**src/rtl/addr_decode_pkg.sv**
```systemverilog
package addr_decode_pkg;
    typedef enum logic [2:0] {
        RG_NONE,
        RG_DRAM,
        RG_PGROM,
        RG_OSROM,
        RG_EXT0,
        RG_EXT1,
        RG_IOPG
    } region_e;

    localparam int ADDR_W = 16;
    localparam logic [7:0] EXT0_PAGE = 8'hFC;
    localparam logic [7:0] EXT1_PAGE = 8'hFD;
    localparam logic [7:0] IO_PAGE   = 8'hFE;
endpackage

```
**src/rtl/region_classifier.sv**
```systemverilog
module region_classifier
    import addr_decode_pkg::*;
(
    input  logic [7:0] page,
    input  logic       small_mem,
    input  logic       ext_en,
    output region_e    region
);
    always_comb begin
        region = RG_NONE;
        unique case (page[7:6])
            2'b00: region = RG_DRAM;
            2'b01: region = small_mem ? RG_NONE : RG_DRAM;
            2'b10: region = RG_PGROM;
            2'b11: begin
                if (page == EXT0_PAGE)      region = ext_en ? RG_EXT0 : RG_NONE;
                else if (page == EXT1_PAGE) region = ext_en ? RG_EXT1 : RG_NONE;
                else if (page == IO_PAGE)   region = RG_IOPG;
                else                        region = RG_OSROM;
            end
            default: region = RG_NONE;
        endcase
    end
endmodule

```
**src/rtl/io_page_decoder.sv**
```systemverilog
module io_page_decoder #(
    parameter int                  NUM_DEV   = 4,
    parameter logic [NUM_DEV*8-1:0] DEV_LO   = {8'hC0, 8'h60, 8'h40, 8'h00},
    parameter logic [NUM_DEV*8-1:0] DEV_HI   = {8'hDF, 8'h7F, 8'h5F, 8'h1F},
    parameter logic [NUM_DEV-1:0]  SLOW_MASK = 4'b1110
) (
    input  logic               en,
    input  logic [7:0]         offset,
    output logic [NUM_DEV-1:0] dev_sel,
    output logic               dev_slow
);
    for (genvar i = 0; i < NUM_DEV; i++) begin : g_dev
        assign dev_sel[i] = en && (offset >= DEV_LO[i*8 +: 8]) && (offset <= DEV_HI[i*8 +: 8]);
    end

    assign dev_slow = |(dev_sel & SLOW_MASK);
endmodule

```
**src/rtl/rom_bank_latch.sv**
```systemverilog
module rom_bank_latch #(
    parameter int SOCK_W = 2
) (
    input  logic              clk,
    input  logic              rst_n,
    input  logic              we,
    input  logic [SOCK_W-1:0] d,
    output logic [SOCK_W-1:0] q
);
    always_ff @(posedge clk or negedge rst_n) begin
        if (!rst_n)  q <= '0;
        else if (we) q <= d;
    end

    // no write strobe means the bank does not move
    a_r8_hold_without_write: assert property (@(posedge clk) disable iff (!rst_n)
        !we |=> $stable(q));
    // a write lands the data
    a_r8_load_on_write: assert property (@(posedge clk) disable iff (!rst_n)
        we |=> q == $past(d));
endmodule

```
**src/rtl/addr_decode_top.sv**
```systemverilog
module addr_decode_top
    import addr_decode_pkg::*;
#(
    parameter int                   NUM_DEV    = 4,
    parameter logic [NUM_DEV*8-1:0] DEV_LO     = {8'hC0, 8'h60, 8'h40, 8'h00},
    parameter logic [NUM_DEV*8-1:0] DEV_HI     = {8'hDF, 8'h7F, 8'h5F, 8'h1F},
    parameter logic [NUM_DEV-1:0]   SLOW_MASK  = 4'b1110,
    parameter logic [7:0]           BANK_OFFS  = 8'h30,
    parameter int                   NUM_SOCK   = 4
) (
    input  logic                        clk,
    input  logic                        rst_n,
    input  logic [15:0]                 addr,
    input  logic                        rnw,
    input  logic                        wr_stb,
    input  logic [$clog2(NUM_SOCK)-1:0] wr_data,
    input  logic                        small_mem,
    input  logic                        ext_en,
    output logic                        dram_sel,
    output logic                        pgrom_sel,
    output logic                        osrom_sel,
    output logic [1:0]                  ext_sel,
    output logic [NUM_DEV-1:0]          dev_sel,
    output logic [$clog2(NUM_SOCK)-1:0] rom_socket,
    output logic                        slow_req
);
    localparam int SOCK_W = $clog2(NUM_SOCK);

    region_e            region;
    logic               dev_slow;
    logic               bank_we;
    logic [SOCK_W-1:0]  bank_q;

    region_classifier u_region (
        .page      (addr[15:8]),
        .small_mem (small_mem),
        .ext_en    (ext_en),
        .region    (region)
    );

    io_page_decoder #(
        .NUM_DEV   (NUM_DEV),
        .DEV_LO    (DEV_LO),
        .DEV_HI    (DEV_HI),
        .SLOW_MASK (SLOW_MASK)
    ) u_io (
        .en       (region == RG_IOPG),
        .offset   (addr[7:0]),
        .dev_sel  (dev_sel),
        .dev_slow (dev_slow)
    );

    assign bank_we = wr_stb && !rnw && (addr == {IO_PAGE, BANK_OFFS});

    rom_bank_latch #(.SOCK_W(SOCK_W)) u_bank (
        .clk   (clk),
        .rst_n (rst_n),
        .we    (bank_we),
        .d     (wr_data),
        .q     (bank_q)
    );

    always_comb begin
        dram_sel  = 1'b0;
        pgrom_sel = 1'b0;
        osrom_sel = 1'b0;
        ext_sel   = 2'b00;
        unique case (region)
            RG_DRAM:  dram_sel   = 1'b1;
            RG_PGROM: pgrom_sel  = 1'b1;
            RG_OSROM: osrom_sel  = 1'b1;
            RG_EXT0:  ext_sel[0] = 1'b1;
            RG_EXT1:  ext_sel[1] = 1'b1;
            RG_IOPG, RG_NONE: ;
            default: ;
        endcase
    end

    assign rom_socket = small_mem ? addr[12 +: SOCK_W] : bank_q;
    assign slow_req   = (|ext_sel) || dev_slow;

    // selects are mutually exclusive
    a_r7_onehot_selects: assert property (@(posedge clk) disable iff (!rst_n)
        $onehot0({dram_sel, pgrom_sel, osrom_sel, ext_sel, dev_sel}));
    // OS ROM is masked over the three I/O pages
    a_r3_rom_masked_io: assert property (@(posedge clk) disable iff (!rst_n)
        (addr[15:8] >= EXT0_PAGE && addr[15:8] <= IO_PAGE) |-> !osrom_sel);
    // disabled external pages stay silent
    a_r4_ext_disabled: assert property (@(posedge clk) disable iff (!rst_n)
        !ext_en |-> (ext_sel == 2'b00));
    // external page accesses are always slow
    a_r6_ext_slow: assert property (@(posedge clk) disable iff (!rst_n)
        (ext_sel != 2'b00) |-> slow_req);
    // small-memory hole selects no RAM
    a_r1_small_hole: assert property (@(posedge clk) disable iff (!rst_n)
        (small_mem && addr[15:14] == 2'b01) |-> !dram_sel);
endmodule

```
**config.mk**
```make
export PLATFORM = sky130hd
export DESIGN_NAME = addr_decode_top
export DESIGN_NICKNAME = d
export VERILOG_FILES = /design/src/rtl/addr_decode_pkg.sv /design/src/rtl/region_classifier.sv /design/src/rtl/io_page_decoder.sv /design/src/rtl/rom_bank_latch.sv /design/src/rtl/addr_decode_top.sv
export SDC_FILE = /design/constraint.sdc
export NUM_CORES = 1
export LEC_CHECK = 0
export BUFFER_PORTS_ARGS = -buffer_cell sky130_fd_sc_hd__buf_2
export CORE_AREA = 5 5 42 44
export CTS_BUF_LIST = sky130_fd_sc_hd__clkbuf_8
export DETAILED_ROUTE_END_ITERATION = 8
export DIE_AREA = 0 0 47 49
export GPL_TIMING_DRIVEN = 0
export HOLD_SLACK_MARGIN = 0.06
export SLEW_MARGIN = 20
export SYNTH_ARGS = -nofsm -noshare
export SYNTH_HDL_FRONTEND = slang
export SYNTH_HIERARCHICAL = 1
export SYNTH_SLANG_ARGS = --single-unit
```
**constraint.sdc**
```tcl
create_clock -name clk -period 3.9 [get_ports clk]
set_input_delay 0.39 -clock clk [delete_from_list [all_inputs] [get_ports clk]]
set_output_delay 0.39 -clock clk [all_outputs]
set_load 0.02 [all_outputs]
```
Word-level counts from Yosys, hierarchy flattened. Index checks and enable logic that the tools add are counted.

Register bits: 2. Bits of input ports: 24. Output and inout bits: 12. Word-level logic and storage cells: 50.

Magnitude comparators: 8. Eq/ne operators: 13. Mux-type cells: 13. Reduce and logical (&&, ||, !) cells: 15.

Operators with widths (count): == test 8 bit (second input constant) (3); == test 16 bit (second input constant) (1); greater-or-equal comparator 8 x 7 -> 1 bit (second input constant) (2); <= comparator 8 x 7 -> 1 bit (second input constant) (2); two-way mux 3 bit (5); case mux 3 bit (4 select lines) (1); logical AND 1 bit (10); == test 3 bit (second input constant) (3); greater-or-equal comparator 8 x 1 -> 1 bit (second input constant) (1); greater-or-equal comparator 8 bit (second input constant) (1); <= comparator 8 x 5 -> 1 bit (second input constant) (1); <= comparator 8 bit (second input constant) (1); == test 3 x 2 -> 1 bit (second input constant) (2); two-way mux 1 bit (6); == test 2 bit (second input constant) (2); == test 3 x 1 -> 1 bit (second input constant) (1); OR reduction 3 bit (1); == test 2 x 1 -> 1 bit (second input constant) (1); logical NOT 2 bit (1); two-way mux 2 bit (1); OR reduction 2 bit (1); logical NOT 1 bit (1); logical OR 1 bit (1).

Logic depth before layout (Yosys ltp). Gate-level depths: netlist of run 1.

Depth after elaboration: 10. Depth in mapped cells: 7. Depth with buffers taken out: 7.

Cells and area by module. The synthesis of run 1 kept the hierarchy.

By module, submodules not included: addr_decode_top (times used 1, cells each 18, area each 122.6 um^2, sequential area each 0.0 um^2); region_classifier (times used 1, cells each 11, area each 73.8 um^2, sequential area each 0.0 um^2); rom_bank_latch (times used 1, cells each 4, area each 72.6 um^2, sequential area each 50.0 um^2); io_page_decoder (times used 1, cells each 6, area each 57.6 um^2, sequential area each 0.0 um^2).

Worst setup path before layout of run 1. No wires, ideal clock.

Path kind: input to output. Start: input addr[11]. End: output dev_sel[0]. Data arrival time: 1.641 ns. Required time: 3.510 ns. Setup slack: 1.869 ns. Cell stages on the path: 4. Buffers on the path: 0. Cells stage by stage: nand4_1 a211oi_1 and3_1 nor4b_2.

Longest elaborated chain between the ends: 8. Elaborated cells on any way between the ends: 10. Classes of those cells: eq/ne (4); mux (4); reduce/logical (2).

Ends and longest elaborated chain: from (decl) (RTL line addr_decode_top.sv:13) `input logic [15:0] addr,`; == test 8 bit (RTL line region_classifier.sv:18) `else if (page == IO_PAGE) region = RG_IOPG;`; two-way mux 3 bit (RTL line region_classifier.sv:18); two-way mux 3 bit (RTL line region_classifier.sv:17) `else if (page == EXT1_PAGE) region = ext_en ? RG_EXT1 : RG_NONE;`; two-way mux 3 bit * (RTL line region_classifier.sv:16) `if (page == EXT0_PAGE) region = ext_en ? RG_EXT0 : RG_NONE;`; case mux 3 bit (4 select lines) * (RTL line region_classifier.sv:11) `unique case (page[7:6])`; named net region[2] (RTL line addr_decode_top.sv:29) `region_e region;`; == test 3 bit * (RTL line addr_decode_top.sv:47) `.en (region == RG_IOPG),`; logical AND 1 bit * (2 in a row) (RTL line io_page_decoder.sv:13) `assign dev_sel[i] = en && (offset >= DEV_LO[i*8 +: 8]) && (offset <= DEV_HI[i*8 +: 8]);`; to (decl) (RTL line addr_decode_top.sv:23) `output logic [NUM_DEV-1:0] dev_sel,`.

The timed path passes the listed nets; every way through them passes the cells marked *.

Worst setup path in the final report of run 1.
Start: input addr[9]. End: output slow_req.

Longest elaborated chain between the ends: 10. Elaborated cells on any way between the ends: 21. Classes of those cells: eq/ne (6); mux (6); reduce/logical (9).

Ends and longest elaborated chain: == test 8 bit (RTL line region_classifier.sv:18); two-way mux 3 bit (RTL line region_classifier.sv:18); two-way mux 3 bit (RTL line region_classifier.sv:17); two-way mux 3 bit * (RTL line region_classifier.sv:16); case mux 3 bit (4 select lines) * (RTL line region_classifier.sv:11); named net region[2] (RTL line addr_decode_top.sv:29); == test 3 bit * (RTL line addr_decode_top.sv:47); logical AND 1 bit (2 in a row) (RTL line io_page_decoder.sv:13); OR reduction 3 bit * (RTL line io_page_decoder.sv:16) `assign dev_slow = |(dev_sel & SLOW_MASK);`; named net dev_slow (RTL line addr_decode_top.sv:30) `logic dev_slow;`; logical OR 1 bit * (RTL line addr_decode_top.sv:80) `assign slow_req = (|ext_sel) || dev_slow;`; to (decl) (RTL line addr_decode_top.sv:25) `output logic slow_req`.

Marks and branches as above.

==> results of run 1 <==
final cells by class:
cell class	count	area [um2]	area share, %
Multi-Input combinational cell	35	269	46.9
Timing Repair Buffer	36	185	32.3
Sequential cell	2	50.0	8.73
Clock buffer	3	41.3	7.21
Tap cell	16	20.0	3.49
Inverter	2	7.51	1.31
power breakdown:
part           internal, uW  switching (uW)
clock network          65.1            14.7
logic                  17.7            19.1
registers              20.9         0.00166
how the worst max path moves through the flow:
stage | from | to | slack [ns] | cells past startpoint
final | addr[9] | slow_req | 1.56 | 8
after global routing | addr[9] | slow_req | 1.39 | 8
after CTS | addr[9] | slow_req | 1.54 | 8
after detailed placement | addr[9] | slow_req | 1.54 | 8
after global placement | addr[9] | slow_req | 1.66 | 8
after floorplan | addr[11] | dev_sel[0] | 1.87 | 4
per-layer routing:
layer	up-vias	global-route usage (%)	wire length, um
met5	-	0	0
li1	233	-	-
met1	204	13.2	455
met3	0	1.48	65
met2	16	18.6	627
met4	0	5.53	0
Yosys cell counts:
master	instances	share of area [%]
a211oi_1	1	2.3
nand3b_1	2	4.6
nand4_1	2	3.8
nor3_1	1	1.5
o21a_1	1	2.3
nor4_1	1	1.9
nand2_1	2	2.3
mux2_2	4	14
nand2b_1	5	9.6
a21oi_1	1	1.5
nor3b_1	2	4.6
nand4b_1	1	2.7
o311a_1	1	3.1
o31a_1	1	2.7
nor4_2	1	3.8
and3_1	1	1.9
and4bb_2	1	3.8
and4b_2	1	3.4
and4b_1	1	3.1
nor4b_2	1	4.6
nand3_1	1	1.5
dfrtp_1	2	15
inv_1	2	2.3
nor2_1	3	3.4
logic make-up (layout without fill, tap and decap cells):
logic type             count (synthesis)  after routing  share of synthesized area, %
flip-flops                             2              2                          15.3
multiplexers                           4              4                          13.8
AO/OA/AOI/OAI                          5              5                          11.9
AND/OR/NAND/NOR                       26             26                          56.7
buffers and inverters                  2             41                          2.30
repair_timing:
| action | in CTS | in global routing |
|---|---|---|
| setup buffers | 0 | 0 |
| hold endpoints to repair | 2 | 0 |
| hold buffers | 1 | 0 |
| setup endpoints to repair | 0 | 0 |
through the flow:
step                cell area (um2)  setup slack, ns
global route                    573             1.39
floorplan                       327             1.87
global placement                522             1.66
CTS                             573             1.54
detailed placement              522             1.54
finish                          573             1.56
==> results.cfg, run 1 <==
[status]
status = finished clean

[layout]
layout_common_cells = buf_2 (35), nand2b_1 (5), mux2_2 (4), nor2_1 (3), clkbuf_8 (3)
top_register = u_bank/q
final_common_cell = buf_2
top_regs = u_bank/q: 2 flops
largest_reg_flops = 2
diodes = 0
area_delta_synth_final_pct = 75.5
drive_gt1_share_pct = 59.0
nets = 104
stdcell_count = 94
fill_cells = 163
fin_util_pct = 40.9

[worst_hold_path]
hp-start = wr_data[0]
hold_path.class = primary input to flip-flop
holdPathStages = 2
hold-path-endpoint = u_bank/q[0]

[setup_path]
crit_fanout = 5
r2r-start = u_bank/q[1]
rr_endpoint = u_bank/q[1]
worstPathCellList = buf_2 > nand2b_1 > a211oi_1 > and3_1 > nand2_1 > a21oi_1 > nand2b_1 > buf_2
path_buf_inv = 2
slowest_delay_ns = 0.54
endpoint_kind = primary output
crit_type = primary input to primary output
path_delay_family = compound AO/OA/AOI/OAI gates
worstPathArrival_ns = 1.95
worstSetupStartpointType = primary input
rr_worst_depth = 1
required_ns = 3.51
r2r_slack_ns = 3.16
slowest_stage = a211oi_1

[cts]
clk_path_buf_depth = 2
root_buffer = clkbuf_8
cts.reportedPaths.clkPinSlew_ns = 0.03
clock_latency_ns = 0.21
h-tree-depth = 1
cts_resized = 0
numCtsBuffers = 3
cts.sinks = 2
cts_tree = built

[sta]
slew_viol_final = 0
fin_setup_tns_ns = 0
max_freq_mhz = 427
setup_violations = 0
hold-worst-slack_ns = 0.429
worstMarginPinSlew_ns = 0.588
skew_ns = 0
slew_headroom_pct = 60.6
fin_crit_sh_pct = 60.0
hold_viol = 0
post-route-min-period_ns = 2.34
grt_setup_unrepaired = false

[global_route]
antenna_found_initial = 0
grt_max_degree = 7
grt-ovfl-total = 0
grt_pass1_wl_um = 1970
track_usage_pct = 11.1
first_global_vias = 468

[run]
cap_violations = 0

[place]
dp_hpwl_um = 963
io_buffers = 35
gp_congestion = 0.684
post-place-cells = 90

[logic_synthesis]
synth_warnings = 6
synth_nets = 63
ys_seq_area_share_pct = 15.3
ys_types = 24
syn_area_per_cell_um2 = 8.37
synthCells = 39
syn_area_um2 = 327
ys_ff_latch = 2

[die]
dieArea_um2 = 2300
die_w_um = 47
ios = 36
die_h_um = 49
initial_utilization_pct = 23.3
rows = 14
core_area_um2 = 1400

[route]
drt_pass1_iterations = 3
ant_nets = 0
dr.first_iter.drc_count = 1
drc = 0
viasPerCell = 4.82
vias = 453
routed_wire_length_per_instance_um = 12.2
wirelength_um = 1150

[power_and_ir_drop]
p_leak_uw = 0.000304
powerDensity_nw_per_um2 = 240
ir_worst_vdd_v = 0.000289
total_power_uw = 138
No activity file was read; power rests on OpenSTA's default activity.
==> run 2: changes to the inputs <==
ABC_AREA = 1   (was unset)
PLACE_DENSITY = 0.67   (was unset)
clock period = 2.27 ns   (was 3.9 ns; I/O delays follow)
==> run 2 against run 1 <==
Compared with the run above:
- clock power increased by 79%
- critical path type unchanged
- sequential power is 72% higher
- cell count up 46%
- first-iteration DRC count grew to 9.0 times the previous value
- critical endpoint is now dev_sel[3]
- sequential share of layout area decreased by 1.1 points
- area after synthesis increased by 24%
- largest power group unchanged
==> results.cfg, run 2 <==
[global_route]
grt_max_degree = 7
first_global_vias = 447
grt_use_met1_pct = 13.0
use_met2_pct = 14.5
grt-ovfl-total = 0
track_usage_pct = 10.4
busiest_layer = met2
antenna_found_initial = 0
grt_pass1_wl_um = 1750
grtUsageMet3_pct = 2.58

[layout]
diodes = 0
largest_reg_flops = 2
layout_common_cells = buf_2 (35), nand2_1 (29), inv_1 (17), nor2_1 (14), nor3_1 (4)
final_common_cell = buf_2
fin_util_pct = 46.5
drive_gt1_share_pct = 34.7
top_register = u_bank/q
nets = 147
top_regs = u_bank/q: 2 flops
area_delta_synth_final_pct = 60.8

[setup_path]
rr_endpoint = u_bank/q[1]
r2r_slack_ns = 1.67
worstPathArrival_ns = 1.66
r2r-start = u_bank/q[1]
required_ns = 2.04
setup.worst_path.end = dev_sel[3]
crit_fanout = 5
endpoint_kind = primary output
crit_path_start = addr[15]
slowest_delay_ns = 0.25
slowest_stage = nor2_1
worstSetupStartpointType = primary input
crit_type = primary input to primary output
rr_worst_depth = 2
worstPathCellList = buf_2 > nand2_2 > nor2_4 > o211ai_1 > nor2_1 > and3_1 > inv_1 > or2_1 > nor2_1 > buf_2

[worst_hold_path]
holdPathStages = 3
hold_path.class = primary input to flip-flop

[route]
viasPerCell = 4.31
wirelength_um = 1180
drt_pass1_iterations = 4
dr.first_iter.drc_count = 9
drc = 0
ant_nets = 0
routed_wire_length_per_instance_um = 8.64
vias = 591

[logic_synthesis]
ys_ff_latch = 2
async_reset_ff_share_pct = 100
ys_seq_area_share_pct = 12.3
syn_area_per_cell_um2 = 4.94
synth.top_cell.area_share_pct = 26.9
synth_common_cells = nand2_1 (29), inv_1 (17), nor2_1 (14)
yosys.cell_count.top_type = nand2_1
synthCells = 82
ys_types = 17
synth_flop_cell = dfrtp_1
synth_nets = 106
synth_top_area_cell = nand2_1
syn_area_um2 = 405
ys_top_cells_by_area = nand2_1 (27%), inv_1 (16%), nor2_1 (13%), dfrtp_1 (12%), nor3_1 (4.9%)
synth_warnings = 6
synth_edf_count = 0

[power_and_ir_drop]
ir_worst_vdd_v = 0.000360
powerDensity_nw_per_um2 = 386
total_power_uw = 252
p_leak_uw = 0.000416

[place]
gp_congestion = 0.687
io_buffers = 35
dp_hpwl_um = 1020

[sta]
skew_ns = 0
slew_viol_final = 0
fin_crit_sh_pct = 83.3
fin_setup_tns_ns = 0
worstMarginPinSlew_ns = 0.276
setup_violations = 0
hold_viol = 0
grt_setup_unrepaired = false
max_freq_mhz = 529
post-route-min-period_ns = 1.89
slew_headroom_pct = 81.5

[cts]
cts.sinks = 2
root_buffer = clkbuf_8
cts_tree = built
h-tree-depth = 1
cts_resized = 0
numCtsBuffers = 3
cts.reportedPaths.clkPinSlew_ns = 0.03
clock_latency_ns = 0.21
clk_path_buf_depth = 2

[die]
core_area_um2 = 1400
die_h_um = 49
rows = 14
dieArea_um2 = 2300
initial_utilization_pct = 28.9
die_w_um = 47
ios = 36

[status]
status = finished clean

[run]
cap_violations = 0
## run 2: cell count changes in the layout (fill, tap and decap cells not counted), sizes merged, moves of 2 or more
cell,delta
nor3,+3
nor2,+13
nand3,+2
nand2,+28
nand3b,-2
nand2b,-5
and4b,-2
mux2,-3
nor4,-2
inv,+15
nor3b,-2
## run 2: metal layers
metal | up-vias | wire length, um | share of wire [%]
met5 | - | 0 | 0
met4 | 0 | 23 | 1.9
met3 | 2 | 171 | 14
met2 | 27 | 510 | 43
met1 | 232 | 477 | 40
li1 | 330 | - | -
## run 2: power breakdown
group          total (uW)  switching (uW)  leakage [uW]  internal (uW)
Sequential           36.0         0.00369     0.0000280           36.0
Clock                 143            30.3     0.0000216            112
Combinational        73.2            42.2      0.000367           31.1
## run 2: final cells by class
type                       count  area (um2)
fill                         171         749
multi-input combinational     63         292
timing repair buffer          36         185
inverter                      17        63.8
sequential                     2        50.0
clock buffer                   3        41.3
tap                           16        20.0
## run 2: cells by family after synthesis
kind of cell	after synthesis	synth area share, %
and+or+nand+nor	57	60.5
muxes	1	3.70
buffers and inverters	17	15.7
AOI/OAI and AO/OA	5	7.72
DFF	2	12.3
## run 2: worst max-delay path, delay by kind of cell
kind | cells | cell delay, ns
AO/OA/AOI/OAI | 1 | 0.10
AND/OR/NAND/NOR | 6 | 1.00
buffers and inverters | 3 | 0.33
## run 2: per-stage QoR
stage | cells | instance area (um2) | hold WS [ns] | worst slack (ns)
2_1_floorplan | 82 | 405 | -0.0686 | 0.572
3_3_place_gp | 133 | 601 | 0.0114 | 0.402
3_5_place_dp | 133 | 601 | 0.0140 | 0.374
4_1_cts | 137 | 652 | 0.218 | 0.371
5_1_grt | 137 | 652 | 0.245 | 0.190
6_report | 137 | 652 | 0.222 | 0.379
## run 2: worst min path at each step
| stage | startpoint | endpoint | slack (ns) |
|---|---|---|---|
| global route | wr_data[0] | u_bank/q[0] | 0.24 |
| CTS | wr_data[0] | u_bank/q[0] | 0.22 |
| global placement | rst_n | u_bank/q[1] | 0.01 |
| detailed placement | rst_n | u_bank/q[0] | 0.01 |
| finish | wr_data[0] | u_bank/q[0] | 0.22 |
| floorplan | rst_n | u_bank/q[0] | -0.07 |
## run 2: timing repair
action	4_1_cts	5_1_grt
hold buffers	1	0
setup buffers	0	0
endpoints found under the hold margin	2	0
==> run 3: changes to the inputs <==
PLACE_DENSITY = 0.7   (was 0.67)
clock period = 1.55 ns   (was 2.27 ns; I/O delays follow)
==> run 3 against run 2 <==
Compared with the run above:
- the flow now finishes with violations (setup timing)
- worst hold slack worse by 0.076 ns
- critical endpoint is now dev_sel[0]
- largest power group unchanged
- clock skew unchanged
- first-iteration DRC count up 11%
- sequential share of layout area down 1.6 points
- non-clock buffer count up 9
- setup slack worse by 0.40 ns
==> results.cfg, run 3 (same netlist as run 2, synthesis figures left out) <==
[die]
rows = 14
ios = 36
die_w_um = 47
dieArea_um2 = 2300
die_h_um = 49
core_area_um2 = 1400
initial_utilization_pct = 28.9

[route]
vias = 661
dr.first_iter.drc_count = 10
wirelength_um = 1360
ant_nets = 0
routed_wire_length_per_instance_um = 9.30
viasPerCell = 4.53
drc = 0
drt_pass1_iterations = 4

[global_route]
grt_max_degree = 7
grt_pass1_wl_um = 2090
antenna_found_initial = 0
track_usage_pct = 12.0
first_global_vias = 585
grt-ovfl-total = 0

[cts]
root_buffer = clkbuf_8
cts.sinks = 2
h-tree-depth = 1
clk_path_buf_depth = 2
numCtsBuffers = 3
cts.reportedPaths.clkPinSlew_ns = 0.03
clock_latency_ns = 0.21
cts_tree = built

[layout]
top_regs = u_bank/q: 2 flops
drive_gt1_share_pct = 48.5
layout_common_cells = nand2_1 (27), buf_2 (23), buf_4 (15), nor2_1 (13), inv_1 (12)
fill_cells = 149
area_delta_synth_final_pct = 102
diodes = 0
final_common_cell = nand2_1
top_register = u_bank/q
nets = 156
largest_reg_flops = 2
stdcell_count = 146

[setup_path]
worstSetupStartpointType = primary input
worstPathArrival_ns = 1.42
r2r-start = u_bank/q[0]
crit_fanout = 6
required_ns = 1.39
rr_worst_depth = 2
endpoint_kind = primary output
crit_type = primary input to primary output
r2r_slack_ns = 0.97
rr_endpoint = u_bank/q[0]

[sta]
setup_violations = 2
post-route-min-period_ns = 1.58
skew_ns = 0
hold_viol = 0
slew_viol_final = 0
grt_setup_unrepaired = true
fin_ws_ns = -0.0254
fin_crit_sh_pct = 102
worstMarginPinSlew_ns = 0.197
slew_headroom_pct = 86.8
max_freq_mhz = 635
fin_setup_tns_ns = -0.0365

[worst_hold_path]
hold-path-endpoint = u_bank/q[0]
hp-start = wr_data[0]
hold_path.class = primary input to flip-flop
holdPathStages = 3

[status]
violations = setup timing
status = finished with violations

[power_and_ir_drop]
powerDensity_nw_per_um2 = 493
ir_worst_vdd_v = 0.000712
p_leak_uw = 0.000484

[place]
post-place-cells = 133
dp_hpwl_um = 1060
gp_congestion = 0.645
io_buffers = 35

[run]
cap_violations = 0
[run 3: worst max-delay path by stage]
stage          startpoint    endpoint  slack (ns)
6_report          addr[9]  dev_sel[0]       -0.03
5_1_grt          addr[13]  dev_sel[0]       -0.11
4_1_cts          addr[12]  dev_sel[0]       -0.02
3_5_place_dp     addr[15]  dev_sel[0]       -0.22
3_3_place_gp     addr[15]  dev_sel[0]       -0.17
2_1_floorplan    addr[15]  dev_sel[0]      -0.004
[run 3: worst max-delay path, stage by stage]
cell     delay (ns)
buf_6          0.10
inv_4          0.06
nand2_1        0.05
nand2_1        0.06
nand4_1        0.09
nand2_1        0.09
nand2_2        0.06
inv_2          0.05
and3_4         0.17
inv_2          0.04
or2_1          0.23
nor2_1         0.10
buf_4          0.14
[run 3: metrics by stage]
stage          cell area (um2)  power (uW)  util [%]  hold WS (ns)  worst slack (ns)
2_1_floorplan              405         108         -        -0.141          -0.00371
3_3_place_gp               601         158      42.9       -0.0573            -0.169
3_5_place_dp               601         159      42.9       -0.0528            -0.217
4_1_cts                    803         407      57.3         0.143           -0.0174
5_1_grt                    821         436      58.6         0.164            -0.107
6_report                   821         405      58.6         0.146           -0.0254
[run 3: report_power, final]
part / leakage, uW / internal (uW) / switching, uW
clock: 0.0000216 / 164 / 37.9
sequential: 0.0000280 / 52.7 / 0.00446
combinational: 0.000434 / 76.8 / 73.6
total: 0.000484 / 293 / 112
[run 3: cell type report]
type	instances	area, um2	area share, %
multi-input combinational	63	330	40.2
timing repair buffer	45	313	38.1
inverter	17	66.3	8.08
sequential	2	50.0	6.10
clock buffer	3	41.3	5.03
tap	16	20.0	2.44
[run 3: what timing repair did]
item | CTS | global route
gates resized for setup | 25 | 5
endpoints found under the hold margin | 2 | 0
endpoints found under the setup margin | 4 | 7
setup buffers | 9 | 0
pin swaps | 10 | 1
hold buffers | 1 | 0
[run 3: metal layers]
layer,vias up,part of all wire (%),track usage [%]
met5,-,0,0
met4,0,0,6.91
met3,0,9.7,2.21
met2,26,52,20.8
met1,286,38,12.7
li1,349,-,-
